===== config.mk =====
export PLATFORM = sky130hd
export DESIGN_NAME = hitless_switch_seq
export DESIGN_NICKNAME = d
export VERILOG_FILES = /design/src/rtl/hs_pkg.sv /design/src/rtl/hs_run_counter.sv /design/src/rtl/hs_resume_timer.sv /design/src/rtl/hitless_switch_seq.sv
export SDC_FILE = /design/constraint.sdc
export NUM_CORES = 1
export LEC_CHECK = 0
export BUFFER_PORTS_ARGS = -buffer_cell sky130_fd_sc_hd__buf_2
export CORE_MARGIN = 4
export CORE_UTILIZATION = 54
export CTS_BUF_LIST = sky130_fd_sc_hd__clkbuf_16
export DETAILED_ROUTE_END_ITERATION = 12
export PLACE_DENSITY = 0.85
export SETUP_SLACK_MARGIN = 0.02
export SYNTH_ARGS = -nofsm -noshare
export SYNTH_HDL_FRONTEND = slang
export SYNTH_SLANG_ARGS = --single-unit

===== constraint.sdc =====
create_clock -name clk -period 2.1 [get_ports clk]
set_input_delay 0.315 -clock clk [delete_from_list [all_inputs] [get_ports clk]]
set_output_delay 0.315 -clock clk [all_outputs]
set_load 0.02 [all_outputs]

===== src/rtl/hs_pkg.sv =====
package hs_pkg;
    typedef enum logic [2:0] {
        ST_IDLE   = 3'd0,
        ST_ARMED  = 3'd1,
        ST_HOLD   = 3'd2,
        ST_BUILD  = 3'd3,
        ST_RELOCK = 3'd4,
        ST_RESUME = 3'd5
    } hs_state_e;
endpackage


===== src/rtl/hs_run_counter.sv =====
// Counts consecutive in-window compares; a miss clears, idle cycles hold.
module hs_run_counter #(
    parameter int RUN_LEN = 8,
    localparam int RUN_W  = $clog2(RUN_LEN + 1)
) (
    input  logic clk,
    input  logic rst_n,
    input  logic clr,
    input  logic valid,
    input  logic hit,
    output logic done
);
    logic [RUN_W-1:0] cnt;

    always_ff @(posedge clk or negedge rst_n) begin
        if (!rst_n) begin
            cnt <= '0;
        end else if (clr) begin
            cnt <= '0;
        end else if (valid) begin
            cnt <= hit ? cnt + 1'b1 : '0;
        end
    end

    assign done = !clr && valid && hit && (cnt == RUN_W'(RUN_LEN - 1));
endmodule


===== src/rtl/hs_resume_timer.sv =====
// Down-counter loaded on entry to the resume phase; expires on its last cycle.
module hs_resume_timer #(
    parameter int LOAD   = 44,
    localparam int TMR_W = $clog2(LOAD + 1)
) (
    input  logic clk,
    input  logic rst_n,
    input  logic load,
    input  logic run,
    output logic expire
);
    logic [TMR_W-1:0] cnt;

    always_ff @(posedge clk or negedge rst_n) begin
        if (!rst_n) begin
            cnt <= '0;
        end else if (load) begin
            cnt <= TMR_W'(LOAD);
        end else if (run && cnt != '0) begin
            cnt <= cnt - 1'b1;
        end
    end

    assign expire = run && (cnt == TMR_W'(1));
endmodule


===== src/rtl/hitless_switch_seq.sv =====
module hitless_switch_seq #(
    parameter int CLK_PERIOD_PS = 4000,
    parameter int RESUME_PS     = 175000,
    parameter int RUN_LEN       = 8
) (
    input  logic       clk,
    input  logic       rst_n,
    input  logic       locked,
    input  logic       cmp_valid,
    input  logic       cmp_in_win,
    input  logic       narrow_pin,
    input  logic       pbo_en,
    input  logic       pbo_ack,
    output logic       pd_en,
    output logic       bw_narrow,
    output logic       pbo_req,
    output logic [2:0] seq_state
);
    import hs_pkg::*;

    localparam int TIMER_CYC = (RESUME_PS + CLK_PERIOD_PS - 1) / CLK_PERIOD_PS;

    hs_state_e state, state_nx;
    logic      req_sent;
    logic      run_done;
    logic      tmr_expire;
    logic      run_clr;
    logic      tmr_load;

    assign run_clr  = (state != ST_RELOCK);
    assign tmr_load = (state == ST_RELOCK) && run_done;

    hs_run_counter #(.RUN_LEN(RUN_LEN)) u_run (
        .clk   (clk),
        .rst_n (rst_n),
        .clr   (run_clr),
        .valid (cmp_valid),
        .hit   (cmp_in_win),
        .done  (run_done)
    );

    hs_resume_timer #(.LOAD(TIMER_CYC)) u_tmr (
        .clk    (clk),
        .rst_n  (rst_n),
        .load   (tmr_load),
        .run    (state == ST_RESUME),
        .expire (tmr_expire)
    );

    always_comb begin
        state_nx = state;
        unique case (state)
            ST_IDLE:   if (locked)     state_nx = ST_ARMED;
            ST_ARMED:  if (!locked)    state_nx = ST_HOLD;
            ST_HOLD:   state_nx = pbo_en ? ST_BUILD : ST_RELOCK;
            ST_BUILD:  if (pbo_ack)    state_nx = ST_RELOCK;
            ST_RELOCK: if (run_done)   state_nx = ST_RESUME;
            ST_RESUME: begin
                if (!locked)         state_nx = ST_RELOCK;
                else if (tmr_expire) state_nx = ST_ARMED;
            end
            default:   state_nx = ST_IDLE;
        endcase
    end

    always_ff @(posedge clk or negedge rst_n) begin
        if (!rst_n) state <= ST_IDLE;
        else        state <= state_nx;
    end

    always_ff @(posedge clk or negedge rst_n) begin
        if (!rst_n) req_sent <= 1'b0;
        else        req_sent <= (state == ST_BUILD);
    end

    always_comb begin
        pd_en     = 1'b1;
        bw_narrow = narrow_pin;
        pbo_req   = 1'b0;
        seq_state = state;
        unique case (state)
            ST_IDLE, ST_ARMED: ;
            ST_HOLD: begin
                pd_en     = 1'b0;
                bw_narrow = 1'b1;
            end
            ST_BUILD: begin
                pd_en     = 1'b0;
                bw_narrow = 1'b1;
                pbo_req   = !req_sent;
            end
            ST_RELOCK, ST_RESUME: bw_narrow = 1'b1;
            default: ;
        endcase
    end
endmodule


* After elaboration in Yosys (flattened, before gate mapping)
Cells that the tools add are included. Widths: inputs -> output; s select.
Storage, ports and cells: register bits after elaboration 14, bits in latches 0, memory bits (writable) 0, memory bits (read-only) 0, input port bits 8, output and inout bits 6, word-level logic and storage cells 50, memories 0
Cells by class: $add $sub $neg 2, multiply operators 0, divide/modulo/power cells 0, $lt $le $gt $ge 0, equal/unequal tests 13, shift operators 0, muxes and demuxes 16, bitwise gates (word level) 0, reduce and logical (&&, ||, !) cells 15
Operator list (number):
- $mux 3 | 7
- $pmux 3 s6 | 1
- $mux 4 | 3
- $mux 6 | 2
- $ne 2x2->1 const B | 4
- $eq 3x2->1 const B | 2
- $eq 3x3->1 const B | 2
- $eq 6x1->1 const B | 1
- $logic_and 1x1->1 | 6
- $ne 3x3->1 const B | 2
- $reduce_bool 6->1 | 1
- $sub 6x1->6 const B | 1
- $reduce_and 5->1 | 1
- $add 4x1->4 const B | 1
- $eq 4x3->1 const B | 1
- $reduce_bool 2->1 | 2
- $reduce_or 4->1 | 1
- $eq 3x1->1 const B | 1
- $logic_not 3->1 | 1
- $mux 1 | 3
- $logic_not 1->1 | 2
- $reduce_or 2->1 | 1

* Logic depth before layout (Yosys ltp)
depth in word-level cells 7, depth in mapped cells 6, depth with buffers taken out 6

* By module
A second synthesis with hierarchy kept.
Unflattened totals: cells, all modules 102, area, all modules 900.9 um^2
Modules (own cells, without submodules):
- hs_resume_timer | times used 1, cells each 44, area an instance 396.6 um^2, sequential area each 150.1 um^2
- hitless_switch_seq | times used 1, cells each 35, area an instance 281.5 um^2, sequential area each 100.1 um^2
- hs_run_counter | times used 1, cells each 23, area an instance 222.7 um^2, sequential area each 100.1 um^2

* Least setup slack after synthesis
OpenSTA, ideal clock, no wires.
path kind register -> register, start point register state[1] (netlist: seq_state[1]), end point register state[2] (netlist: seq_state[2]), setup time 0.125 ns, arrival 1.731 ns, data required time 1.975 ns, slack 0.244 ns, cell stages (with the launch flop) 7, buffers on the path 2, clock period less this slack 1.856 ns, cell sequence dfrtp_1 > buf_6 > or3b_1 > buf_6 > nor3_4 > o22ai_1 > mux2_2
On the way: word-level cells in the longest chain between the ends 7, elaborated cells on any way between the ends 19, classes of those cells 11 x eq/ne; 1 x mux; 7 x reduce/logical
Ends and longest elaborated chain:
- from (decl) | line hitless_switch_seq.sv:23 | hs_state_e state, state_nx;
- from (signal assigned) | line hitless_switch_seq.sv:68 | else state <= state_nx;
- $ne 3x3->1 | line hitless_switch_seq.sv:30 | assign run_clr = (state != ST_RELOCK);
- $logic_not 1->1 | line hs_run_counter.sv:25 | assign done = !clr && valid && hit && (cnt == RUN_W'(RUN_LEN - 1));
- $logic_and 1x1->1 (3 in a row) | line hs_run_counter.sv:25
- $ne 2x2->1 (no line)
- $reduce_and 5->1 (no line)
Parallel ways exist; a longest one is shown, timed or not. A chain may end at the register's enable or synchronous reset.

* Worst setup path after layout
start point register state[0] (netlist: seq_state[0]), end point register state[2] (netlist: seq_state[2])
The elaborated chain is that of the path after synthesis.

==> summary.md <==
| Metric | Value |
|---|---|
| Leakage | 0.501 nW |
| Worst vdd ir | 0.948 mV |
| H-tree levels | 1 |
| Startpoint Class | flip-flop |
| Routed Antenna Nets | 0 |
| Hold Path Depth | 3 |
| RSZ-0062 raised after global routing | no |
| Initial antenna violation count | 0 |
| Drt total wl | 1.78 mm |
| Worst Path Max Fanout | 9 |
| Setup violations, final | 0 |
| Gr busiest metal | met2 |
| Sequential power share | 31.7% |
| Period utilization | 86.5% |
| Inst Count DP | 124 |
| Row cnt | 14 |
| Core Box Area | 1560 um2 |
| Avg Inst Size Synth | 9.57 um2 |
| Clock Power Share | 25.5% |
| Clock transition at the registers of the reported paths | 0.05 ns |
| GRT Residual Overflow | 0 |
| Hold/Removal Path Class | in2reg |
| Cell Int Power | 0.881 mW |
| Met3 usage | 3.67% |
| Pin count of the biggest net entering global routing | 15 |
| Area growth, synth to finish | 17.7% |
| Postcts setup bufs | 0 |
| Global Route Usage Sum | 15.8% |
| Fin crit period | 1.82 ns |
| Yosys reg bits | 14 |
| Synth Area in Adders | 8.17% |
| Vias | 732 |
| Die span in x | 49.2 um |
| Critical path arrival | 1.95 ns |
| Final TNS setup | 0 ns |
| Final Max Slew Viols | 0 |
| CTS Buffer Depth | 2 |
| Final core occ | 69.3% |
| Nets@finish | 128 |
| CP Data Required Time | 2.23 ns |
| Post-synthesis mux area share | 7.08% |
| Simple-gate share of the synthesized area | 23.3% |
| WS Path Type | reg2reg |
| DRT iter0 DRCs | 10 |
| Rel. slew slack | 64.4% |
| FMAX | 551 MHz |
| XOR/XNOR Fraction of Synth Area | 2.86% |
| Sw frac | 38.8% |
| Gate power share | 42.8% |
| Syn Nets | 110 |
| Total CTS buffers | 3 |
| Vias in the first global route | 675 |
| Grt met1 use | 18.4% |
| Port-buffer cells | 13 |
| Die footprint | 2420 um2 |
| Worst Max-Slew Pin Slew | 0.534 ns |
| Main combinational cell family by area after synthesis | simple AND/OR/NAND/NOR gates |
| Final Hold Viols | 0 |
| Clock Skew | 0.00220 ns |
| Outcome | completed |
| Diode count | 0 |
| RD Place Congestion | 0.882 |
| Sw power | 0.558 mW |
| DRC viols | 0 |
| Initial Util | 58.9% |
| TritonRoute pass-1 iters | 4 |
| Power Density | 1330 nW/um2 |
| Register-to-Register Path Depth | 4 |
| DPL Wire Length | 1.31 mm |
| Yosys warns | 0 |
| Sink Count | 14 |
| Crit. End Element | flip-flop |
| Wire length of the first global-routing pass | 2.86 mm |
| WL/cell | 13.8 um |
| Worst skew pair latency | 0.25 ns |
| Vias per cell | 5.67 |
| Seq/Total Area, Yosys | 38.1% |
| Overall power | 1.44 mW |
| Cell area after synthesis | 918 um2 |
| Distinct cells, synth | 33 |
| Post-Syn Instances | 96 |
| Root buffer cell | clkbuf_16 |
| Met2 Use GR | 25.2% |
| CTS tree | built |
| Non-Filler Instances | 129 |
| Max-cap violation count | 0 |
| DIE HEIGHT | 49.2 um |
| Synth Area in Compound Gates | 14.7% |
| Io pins | 14 |
| Layout cells sized above 1 | 22.1% |
kinds of logic after synthesis:
| family | after synthesis |
|---|---|
| fa+ha+maj | 6 |
| buf+inv | 10 |
| compound gates | 20 |
| xor+xnor | 3 |
| simple gates | 37 |
| flops | 14 |
| mux | 6 |
metal layers:
layer	share of wire (%)	vias up
met1	47	343
met4	2.9	0
met3	4.5	5
li1	-	371
met5	0	-
met2	46	13
per-stage QoR:
step	worst slack (ns)	area, um2	hold slack (ns)
after detailed placement	0.294	992	0.230
final	0.284	1080	0.357
after CTS	0.272	1080	0.351
after global routing	0.184	1080	0.377
after global placement	0.352	992	0.233
after floorplan	0.244	918	0.0194
placed cells by master, fill, tap and decap left out:
master / instances
inv_1: 7
mux2i_1: 2
a311oi_1: 1
a21o_1: 3
nor2_1: 9
dlygate4sd3_1: 1
nor4_2: 1
clkbuf_16: 3
nand2_1: 5
xnor2_1: 3
nor2b_1: 5
dfrtp_1: 14
a2111oi_0: 1
a21boi_0: 1
ha_1: 6
nor3_1: 2
o21ai_0: 2
or3b_1: 1
or3_1: 3
a31oi_1: 1
a22oi_1: 1
nor3_4: 1
mux2_2: 4
o22ai_1: 2
o211ai_1: 1
buf_2: 13
nand3_1: 3
a211oi_1: 2
buf_4: 2
clkinv_1: 1
nand2b_1: 3
and4_1: 1
nand3b_1: 2
or2_2: 1
a21oi_1: 4
o41ai_1: 1
cell type report:
class                   instances  area [um2]
fillers                       126         478
inverters                       7        26.3
well taps                      16        20.0
clock buffers                   3        75.1
flip-flops and latches         14         350
clock inverters                 1        3.75
multi-input cells              72         515
repair buffers                 16        90.1
power groups by stage:
stage          Sequential [mW]  Combinational [mW]  Clock, mW
2_1_floorplan            0.481               0.449          0
3_3_place_gp             0.450               0.595          0
3_5_place_dp             0.455               0.612          0
4_1_cts                  0.455               0.616      0.376
5_1_grt                  0.470               0.684      0.386
6_report                 0.455               0.616      0.367
sequential cells by signal, summed over array words and instances (netlist names):
signal,flops
seq_state,3
u_run.cnt,4
req_sent,1
u_tmr.cnt,6
path summary, 6_finish.rpt:
path / start / end / slack [ns]
worst min register to register: u_run.cnt[1] / u_run.cnt[1] / 0.57
worst min-delay path: pbo_ack / seq_state[1] / 0.36
worst max register to register: seq_state[0] / seq_state[2] / 0.28
min in group asynchronous: rst_n / seq_state[0] / 0.49
max in group asynchronous: rst_n / req_sent / 1.37
worst max-delay path: seq_state[0] / seq_state[2] / 0.28
worst max-delay path, cell delays in order, from the launching register on:
cell     delay [ns]
dfrtp_1        0.45
or3b_1         0.53
nor3_4         0.35
o22ai_1        0.10
mux2_2         0.27
synthesized netlist by cell type:
master / count / area, um2
dfrtp_1: 14 / 350
nor2_1: 9 / 33.8
inv_1: 7 / 26.3
ha_1: 6 / 75.1
nand2_1: 5 / 18.8
nor2b_1: 5 / 31.3
a21oi_1: 4 / 20.0
mux2_2: 4 / 45.0
a21o_1: 3 / 22.5
nand2b_1: 3 / 18.8
nand3_1: 3 / 15.0
or3_1: 3 / 18.8
xnor2_1: 3 / 26.3
a211oi_1: 2 / 15.0
buf_6: 2 / 22.5
mux2i_1: 2 / 20.0
nand3b_1: 2 / 15.0
nor3_1: 2 / 10.0
o21ai_0: 2 / 10.0
o22ai_1: 2 / 12.5
a2111oi_0: 1 / 8.76
a21boi_0: 1 / 7.51
a22oi_1: 1 / 7.51
a311oi_1: 1 / 8.76
a31oi_1: 1 / 6.26
and4_1: 1 / 8.76
clkbuf_1: 1 / 3.75
nor3_4: 1 / 16.3
nor4_2: 1 / 12.5
o211ai_1: 1 / 7.51
o41ai_1: 1 / 8.76
or2_2: 1 / 6.26
or3b_1: 1 / 8.76
what timing repair did:
item,CTS,global route
hold buffers,1,0
hold endpoints to repair,14,0
resized for setup,0,0
No activity file was read; power rests on OpenSTA's default activity.
